File: src/rtl/extbus_pkg.sv
package extbus_pkg;
   typedef enum logic [1:0] {
      ST_IDLE   = 2'd0,
      ST_RECOV  = 2'd1,
      ST_ACTIVE = 2'd2,
      ST_HOLD   = 2'd3
   } seq_state_e;
endpackage

File: src/rtl/extbus_field_mux.sv
module extbus_field_mux #(
   parameter int FW    = 4,
   parameter int N     = 4,
   parameter int IDX_W = 2
) (
   input  logic [N*FW-1:0] flat,
   input  logic [IDX_W-1:0] idx,
   output logic [FW-1:0]   field
);
   always_comb begin
      field = '0;
      for (int i = 0; i < N; i++) begin
         if (idx == IDX_W'(i)) field = flat[i*FW +: FW];
      end
   end
endmodule

File: src/rtl/extbus_page_track.sv
module extbus_page_track #(
   parameter int CS_W = 2,
   parameter int PG_W = 12
) (
   input  logic            clk,
   input  logic            rst_n,
   input  logic            upd,
   input  logic [CS_W-1:0] cs,
   input  logic [PG_W-1:0] page,
   output logic            first
);
   logic            vld_q;
   logic [CS_W-1:0] cs_q;
   logic [PG_W-1:0] page_q;

   assign first = !vld_q || (cs != cs_q) || (page != page_q);

   always_ff @(posedge clk or negedge rst_n) begin
      if (!rst_n) begin
         vld_q  <= 1'b0;
         cs_q   <= '0;
         page_q <= '0;
      end else if (upd) begin
         vld_q  <= 1'b1;
         cs_q   <= cs;
         page_q <= page;
      end
   end
endmodule

File: src/rtl/extbus_seq.sv
module extbus_seq
   import extbus_pkg::*;
#(
   parameter int NUM_CS    = 4,
   parameter int ADDR_W    = 16,
   parameter int DATA_W    = 16,
   parameter int PAGE_BITS = 4,
   parameter int WAIT_W    = 4,
   parameter int INIT_W    = 8,
   parameter int HOLD_W    = 4,
   parameter int REC_W     = 4,
   localparam int CS_W     = $clog2(NUM_CS)
) (
   input  logic                     clk,
   input  logic                     rst_n,
   input  logic                     req_valid,
   output logic                     req_ready,
   input  logic                     req_write,
   input  logic [CS_W-1:0]          req_cs,
   input  logic [ADDR_W-1:0]        req_addr,
   input  logic [DATA_W-1:0]        req_wdata,
   input  logic [NUM_CS*WAIT_W-1:0] cfg_rd_wait,
   input  logic [NUM_CS*WAIT_W-1:0] cfg_wr_wait,
   input  logic [NUM_CS*INIT_W-1:0] cfg_rd_init,
   input  logic [NUM_CS*INIT_W-1:0] cfg_wr_init,
   input  logic [NUM_CS*HOLD_W-1:0] cfg_wr_hold,
   input  logic [NUM_CS*REC_W-1:0]  cfg_recov,
   output logic [ADDR_W-1:0]        mem_addr,
   output logic [DATA_W-1:0]        mem_dout,
   output logic                     mem_dout_en,
   input  logic [DATA_W-1:0]        mem_din,
   output logic [NUM_CS-1:0]        mem_cs_n,
   output logic                     mem_oe_n,
   output logic                     mem_we_n,
   output logic                     rsp_done,
   output logic [DATA_W-1:0]        rsp_rdata
);
   localparam int PG_W    = ADDR_W - PAGE_BITS;
   localparam int LEN_MAX = (1 << WAIT_W) + (1 << INIT_W) - 1;
   localparam int CNT_W   = $clog2(LEN_MAX + 1);

   generate
      if (NUM_CS < 2)             $error("NUM_CS must be at least 2");
      if (PAGE_BITS >= ADDR_W)    $error("PAGE_BITS must be below ADDR_W");
      if (HOLD_W >= CNT_W)        $error("HOLD_W too wide for counter");
      if (REC_W >= CNT_W)         $error("REC_W too wide for counter");
   endgenerate

   seq_state_e          state;
   logic [CNT_W-1:0]    cnt;
   logic                wr_q, last_rd_q, done_q;
   logic [CS_W-1:0]     cs_q, last_cs_q;
   logic [ADDR_W-1:0]   addr_q;
   logic [DATA_W-1:0]   wdata_q, rdata_q;
   logic [CNT_W-1:0]    act_load_q;
   logic [HOLD_W-1:0]   hold_q;

   // per-device field selection
   logic [WAIT_W-1:0] rd_wait_f, wr_wait_f;
   logic [INIT_W-1:0] rd_init_f, wr_init_f;
   logic [HOLD_W-1:0] hold_f;
   logic [REC_W-1:0]  rec_f;

   extbus_field_mux #(.FW(WAIT_W), .N(NUM_CS), .IDX_W(CS_W)) u_mux_rdw
      (.flat(cfg_rd_wait), .idx(req_cs), .field(rd_wait_f));
   extbus_field_mux #(.FW(WAIT_W), .N(NUM_CS), .IDX_W(CS_W)) u_mux_wrw
      (.flat(cfg_wr_wait), .idx(req_cs), .field(wr_wait_f));
   extbus_field_mux #(.FW(INIT_W), .N(NUM_CS), .IDX_W(CS_W)) u_mux_rdi
      (.flat(cfg_rd_init), .idx(req_cs), .field(rd_init_f));
   extbus_field_mux #(.FW(INIT_W), .N(NUM_CS), .IDX_W(CS_W)) u_mux_wri
      (.flat(cfg_wr_init), .idx(req_cs), .field(wr_init_f));
   extbus_field_mux #(.FW(HOLD_W), .N(NUM_CS), .IDX_W(CS_W)) u_mux_hld
      (.flat(cfg_wr_hold), .idx(req_cs), .field(hold_f));
   extbus_field_mux #(.FW(REC_W), .N(NUM_CS), .IDX_W(CS_W)) u_mux_rec
      (.flat(cfg_recov), .idx(last_cs_q), .field(rec_f));

   // page-open trackers: index 0 for reads, 1 for writes
   logic       accept;
   logic [1:0] first_v;

   assign req_ready = (state == ST_IDLE);
   assign accept    = req_valid && req_ready;

   generate
      for (genvar k = 0; k < 2; k++) begin : g_trk
         logic upd;
         assign upd = accept && (req_write == (k == 1));
         extbus_page_track #(.CS_W(CS_W), .PG_W(PG_W)) u_trk (
            .clk(clk), .rst_n(rst_n), .upd(upd), .cs(req_cs),
            .page(req_addr[ADDR_W-1:PAGE_BITS]), .first(first_v[k]));
      end
   endgenerate

   logic             need_rec, is_first;
   logic [CNT_W-1:0] act_load, rec_load;

   always_comb begin
      is_first = req_write ? first_v[1] : first_v[0];
      act_load = req_write ? CNT_W'(wr_wait_f) : CNT_W'(rd_wait_f);
      if (is_first)
         act_load = act_load + (req_write ? CNT_W'(wr_init_f) : CNT_W'(rd_init_f));
      need_rec = last_rd_q && (req_write || (req_cs != last_cs_q));
      rec_load = (rec_f == '0) ? '0 : CNT_W'(rec_f - 1'b1);
   end

   always_ff @(posedge clk or negedge rst_n) begin
      if (!rst_n) begin
         state      <= ST_IDLE;
         cnt        <= '0;
         wr_q       <= 1'b0;
         cs_q       <= '0;
         addr_q     <= '0;
         wdata_q    <= '0;
         rdata_q    <= '0;
         act_load_q <= '0;
         hold_q     <= '0;
         last_rd_q  <= 1'b0;
         last_cs_q  <= '0;
         done_q     <= 1'b0;
      end else begin
         done_q <= 1'b0;
         unique case (state)
            ST_IDLE: if (accept) begin
               wr_q       <= req_write;
               cs_q       <= req_cs;
               addr_q     <= req_addr;
               wdata_q    <= req_wdata;
               act_load_q <= act_load;
               hold_q     <= hold_f;
               last_rd_q  <= !req_write;
               last_cs_q  <= req_cs;
               if (need_rec) begin
                  state <= ST_RECOV;
                  cnt   <= rec_load;
               end else begin
                  state <= ST_ACTIVE;
                  cnt   <= act_load;
               end
            end
            ST_RECOV: begin
               if (cnt == '0) begin
                  state <= ST_ACTIVE;
                  cnt   <= act_load_q;
               end else cnt <= cnt - 1'b1;
            end
            ST_ACTIVE: begin
               if (cnt != '0) cnt <= cnt - 1'b1;
               else if (wr_q) begin
                  state <= ST_HOLD;
                  cnt   <= CNT_W'(hold_q);
               end else begin
                  rdata_q <= mem_din;
                  done_q  <= 1'b1;
                  state   <= ST_IDLE;
               end
            end
            ST_HOLD: begin
               if (cnt != '0) cnt <= cnt - 1'b1;
               else begin
                  done_q <= 1'b1;
                  state  <= ST_IDLE;
               end
            end
            default: state <= ST_IDLE;
         endcase
      end
   end

   logic cs_on;
   assign cs_on       = (state == ST_ACTIVE) || (state == ST_HOLD);
   assign mem_oe_n    = !((state == ST_ACTIVE) && !wr_q);
   assign mem_we_n    = !((state == ST_ACTIVE) && wr_q);
   assign mem_dout_en = cs_on && wr_q;
   assign mem_dout    = wdata_q;
   assign mem_addr    = addr_q;
   assign rsp_done    = done_q;
   assign rsp_rdata   = rdata_q;

   generate
      for (genvar c = 0; c < NUM_CS; c++) begin : g_cs
         assign mem_cs_n[c] = !(cs_on && (cs_q == CS_W'(c)));
      end
   endgenerate
endmodule

File: config.mk
export PLATFORM = sky130hd
export DESIGN_NAME = extbus_seq
export DESIGN_NICKNAME = d
export VERILOG_FILES = /design/src/rtl/extbus_pkg.sv /design/src/rtl/extbus_field_mux.sv /design/src/rtl/extbus_page_track.sv /design/src/rtl/extbus_seq.sv
export SDC_FILE = /design/constraint.sdc
export NUM_CORES = 1
export LEC_CHECK = 0
export ABC_AREA = 1
export BUFFER_PORTS_ARGS = -buffer_cell sky130_fd_sc_hd__buf_2
export CAP_MARGIN = 20
export CORE_MARGIN = 5
export CORE_UTILIZATION = 25
export DETAILED_ROUTE_END_ITERATION = 8
export GPL_ROUTABILITY_DRIVEN = 0
export SETUP_SLACK_MARGIN = 0.2
export SLEW_MARGIN = 20
export SYNTH_ARGS = -nofsm -noshare
export SYNTH_HDL_FRONTEND = slang
export SYNTH_SLANG_ARGS = --single-unit
export TNS_END_PERCENT = 5
File: constraint.sdc
create_clock -name clk -period 4.9 [get_ports clk]
set_input_delay 0.98 -clock clk [delete_from_list [all_inputs] [get_ports clk]]
set_output_delay 0.98 -clock clk [all_outputs]
set_load 0.005 [all_outputs]
==> results.md <==
- WL per Instance: 15.7 µm
- Core Box Area: 25800 µm²
- DR iter-0 viols: 455
- Reg2Reg Capture Point: hold_q[3]
- I/O Pins: 239
- First drt pass iteration count: 6
- Design Power: 3.10 mW
- Fillers: 2843
- Worst setup SP type: input port
- Bufs on Longest Clock Path: 2
- Die ar.: 29400 µm²
- Seq/Total Area, Yosys: 41.1%
- Hold Crit Class: flop to flop
- CTS tree: built
- Share of the synthesized area in the top cell type: 41.1%
- Clk Latency, worst-skew pair: 0.36 ns
- CP Capture Type: flop
- Placed insts: 1449
- Fin. max-slew vios: 0
- Pin count of the biggest net entering global routing: 60
- IO Port Bufs: 238
- Worst-path clk slew: 0.08 ns
- Path depth of the worst reg2reg path: 6
- Initial core utilization: 25.2%
- Synth Register Bits: 107
- Library cells used by synthesis: 52
- Clock skew: 0.00944 ns
- Fin Hold WS: 0.472 ns
- Peak VDD IR: 0.189 mV
- Post-Synthesis Cells: 909
- Area grow syn2layout: 26.3%
- Status: completed
- Critical Path Fanout Max: 16
- Post-Route WL: 23000 µm
- Critical Path Source: req_cs[1]
- Post-CTS Hold Buffers: 0
- Worst Setup Slack, final: 1.08 ns
- Antenna violations before repair: 6
- Post-CTS Setup Bufs: 0
- Clk sinks: 107
- Die width: 172 µm
- CTS root buffer: clkbuf_16
- Placed inst area: 7940 µm²
- Critical R2R Launch: state[1]
- Worst slew margin: 32.2%
- Critical path arrival: 4.12 ns
- Die height: 172 µm
- First-pass GRT wire length: 35300 µm
- Place WS: 0.743 ns
- Most area-hungry cell type in the Yosys netlist: dfrtp_1
- Total track usage: 15.2%
- Total leakage power: 4.51 nW
- Final hold viol count: 0
- Overflow after GRT: 0
- Syn_area_per_cell: 7.17 µm²
- Hold Crit Start: g_trk[0].u_trk.vld_q
- CP Class: input port to flop
- Total negative slack: 0 ns
- Final instance area: 8240 µm²
- Final setup fails: 0
- Endpoint, Worst Hold: g_trk[0].u_trk.vld_q
- Antenna viol nets, final: 0
- FF/Latch Area: 2680 µm²
- Routed vias/inst: 4.54
- Post-route insts no fill: 1469
- Area contributors post-synth: dfrtp_1 41%, nand2_1 20%, o21ai_0 6.3%, inv_1 4.8%, nor2_1 3.3%
- Worst EP required: 5.20 ns
- Layout cells sized above 1: 26.4%
- Post-Syn Area: 6520 µm²
- Syn Nets: 1099
- Rows: 59
- Power Density: 377 nW/µm²
- Multi-input gate area: 3230 µm²
- Vias in the first global route: 6478
- Fin util: 31.9%
- Min-Delay Path Depth: 2
- Hpwl dp: 17900 µm
- Crit path time final: 3.82 ns
- Max_cap viols: 0
- Vias: 6672
- CTS Buf Count: 9
- Max Clock Freq: 262 MHz
- H-tree depth: 3
- Yosys warnings: 0
- RSZ-0062 raised after global routing: no
- Final nets: 1315
- Worst R2R Setup Slack: 2.17 ns
- Period utilization: 77.9%
- Slew at the pin closest to its max-slew limit: 1.02 ns
- # resized after CTS: 0
- DRC viols: 0
[worst max-delay path: stages]
cell and delay (ns):
buf_2 0.37, nand2_2 0.27, inv_1 0.56, a221oi_1 0.11
o211ai_1 0.18, o21ai_0 0.10, inv_1 0.07, ha_1 0.15
inv_1 0.06, fa_1 0.40, inv_1 0.08, a31oi_1 0.10
a21oi_2 0.19, nand3_1 0.15, clkinv_1 0.10, nand3_1 0.08
nand2_1 0.07, nand2_1 0.05, nand2_1 0.06
[synthesized netlist by cell type (all sizes together)]
library cell,number
o21ai,95
nand3b,2
o22ai,4
a31oi,5
nand4,14
a211oi,1
a21boi,3
nand3,35
o211ai,4
mux2i,16
buf,25
clkinv,2
o221ai,4
or2,7
and3,1
a221oi,4
dfrtp,107
nand2,364
a32oi,1
clkbuf,12
a21oi,14
ha,7
nor2,68
nor3,3
xor2,6
nor3b,1
o31ai,1
a41oi,1
inv,97
fa,1
xnor2,4
[cell families after synthesis]
kind of cell | synth area share, %
xor+xnor | 1.34
fa+ha+maj | 1.65
simple gates | 32.2
compound gates | 11.8
buf+inv | 9.42
mux | 2.46
flops | 41.1
[state kept, by name, summed over array words and instances, names as in the netlist]
name and cells:
mem_dout 16, g_trk.u_trk.page_q 24, act_load_q 9, last_rd_q 1, rsp_rdata 16, last_cs_q 2, g_trk.u_trk.cs_q 4, hold_q 4
cnt 9, rsp_done 1, g_trk.u_trk.vld_q 2, mem_addr 16, state 2, wr_q 1
[final cells by class]
type / count / share of cell area (%)
clock buffers: 9 / 2.73
inverters: 99 / 4.62
repair buffers: 242 / 14.9
well taps: 335 / 5.09
flip-flops and latches: 107 / 32.5
diodes: 4 / 0.121
multi-input cells: 666 / 39.3
clock inverters: 7 / 0.835
[layer usage]
layer / GRT usage [%] / up-vias / part of all wire [%] / routed length, µm
met5: 0 / - / 0.091 / 21
met3: 3.29 / 40 / 6.1 / 1400
met1: 19.5 / 3088 / 42 / 9700
li1: - / 3316 / - / -
met4: 4.62 / 4 / 2.3 / 531
met2: 25.9 / 224 / 49 / 11400
[worst max path at each step]
stage | endpoint | slack, ns | cells past startpoint
floorplan | cnt[4] | 1.67 | 20
global placement | cnt[8] | 0.85 | 19
detailed placement | cnt[8] | 0.74 | 19
CTS | cnt[8] | 1.12 | 19
global route | cnt[8] | 0.71 | 19
finish | cnt[8] | 1.08 | 19
[power by group]
group          switching, mW  internal [mW]  leakage, nW  total (mW)
sequential             0.172           1.09         1.34        1.26
clock                  0.382          0.362        0.146       0.745
combinational          0.643          0.452         3.02        1.09
[cells in the final DEF, fill, tap and decap left out, drive strengths merged, types with 5 or more instances in the layout]
cell,instances
or2,7
xor2,6
buf,242
a31oi,5
mux2i,16
clkbuf,9
o21ai,95
nand3,35
a21oi,14
dfrtp,107
nand4,14
nand2,364
ha,7
inv,102
nor2,68
Power figures use the tool's default switching activity.
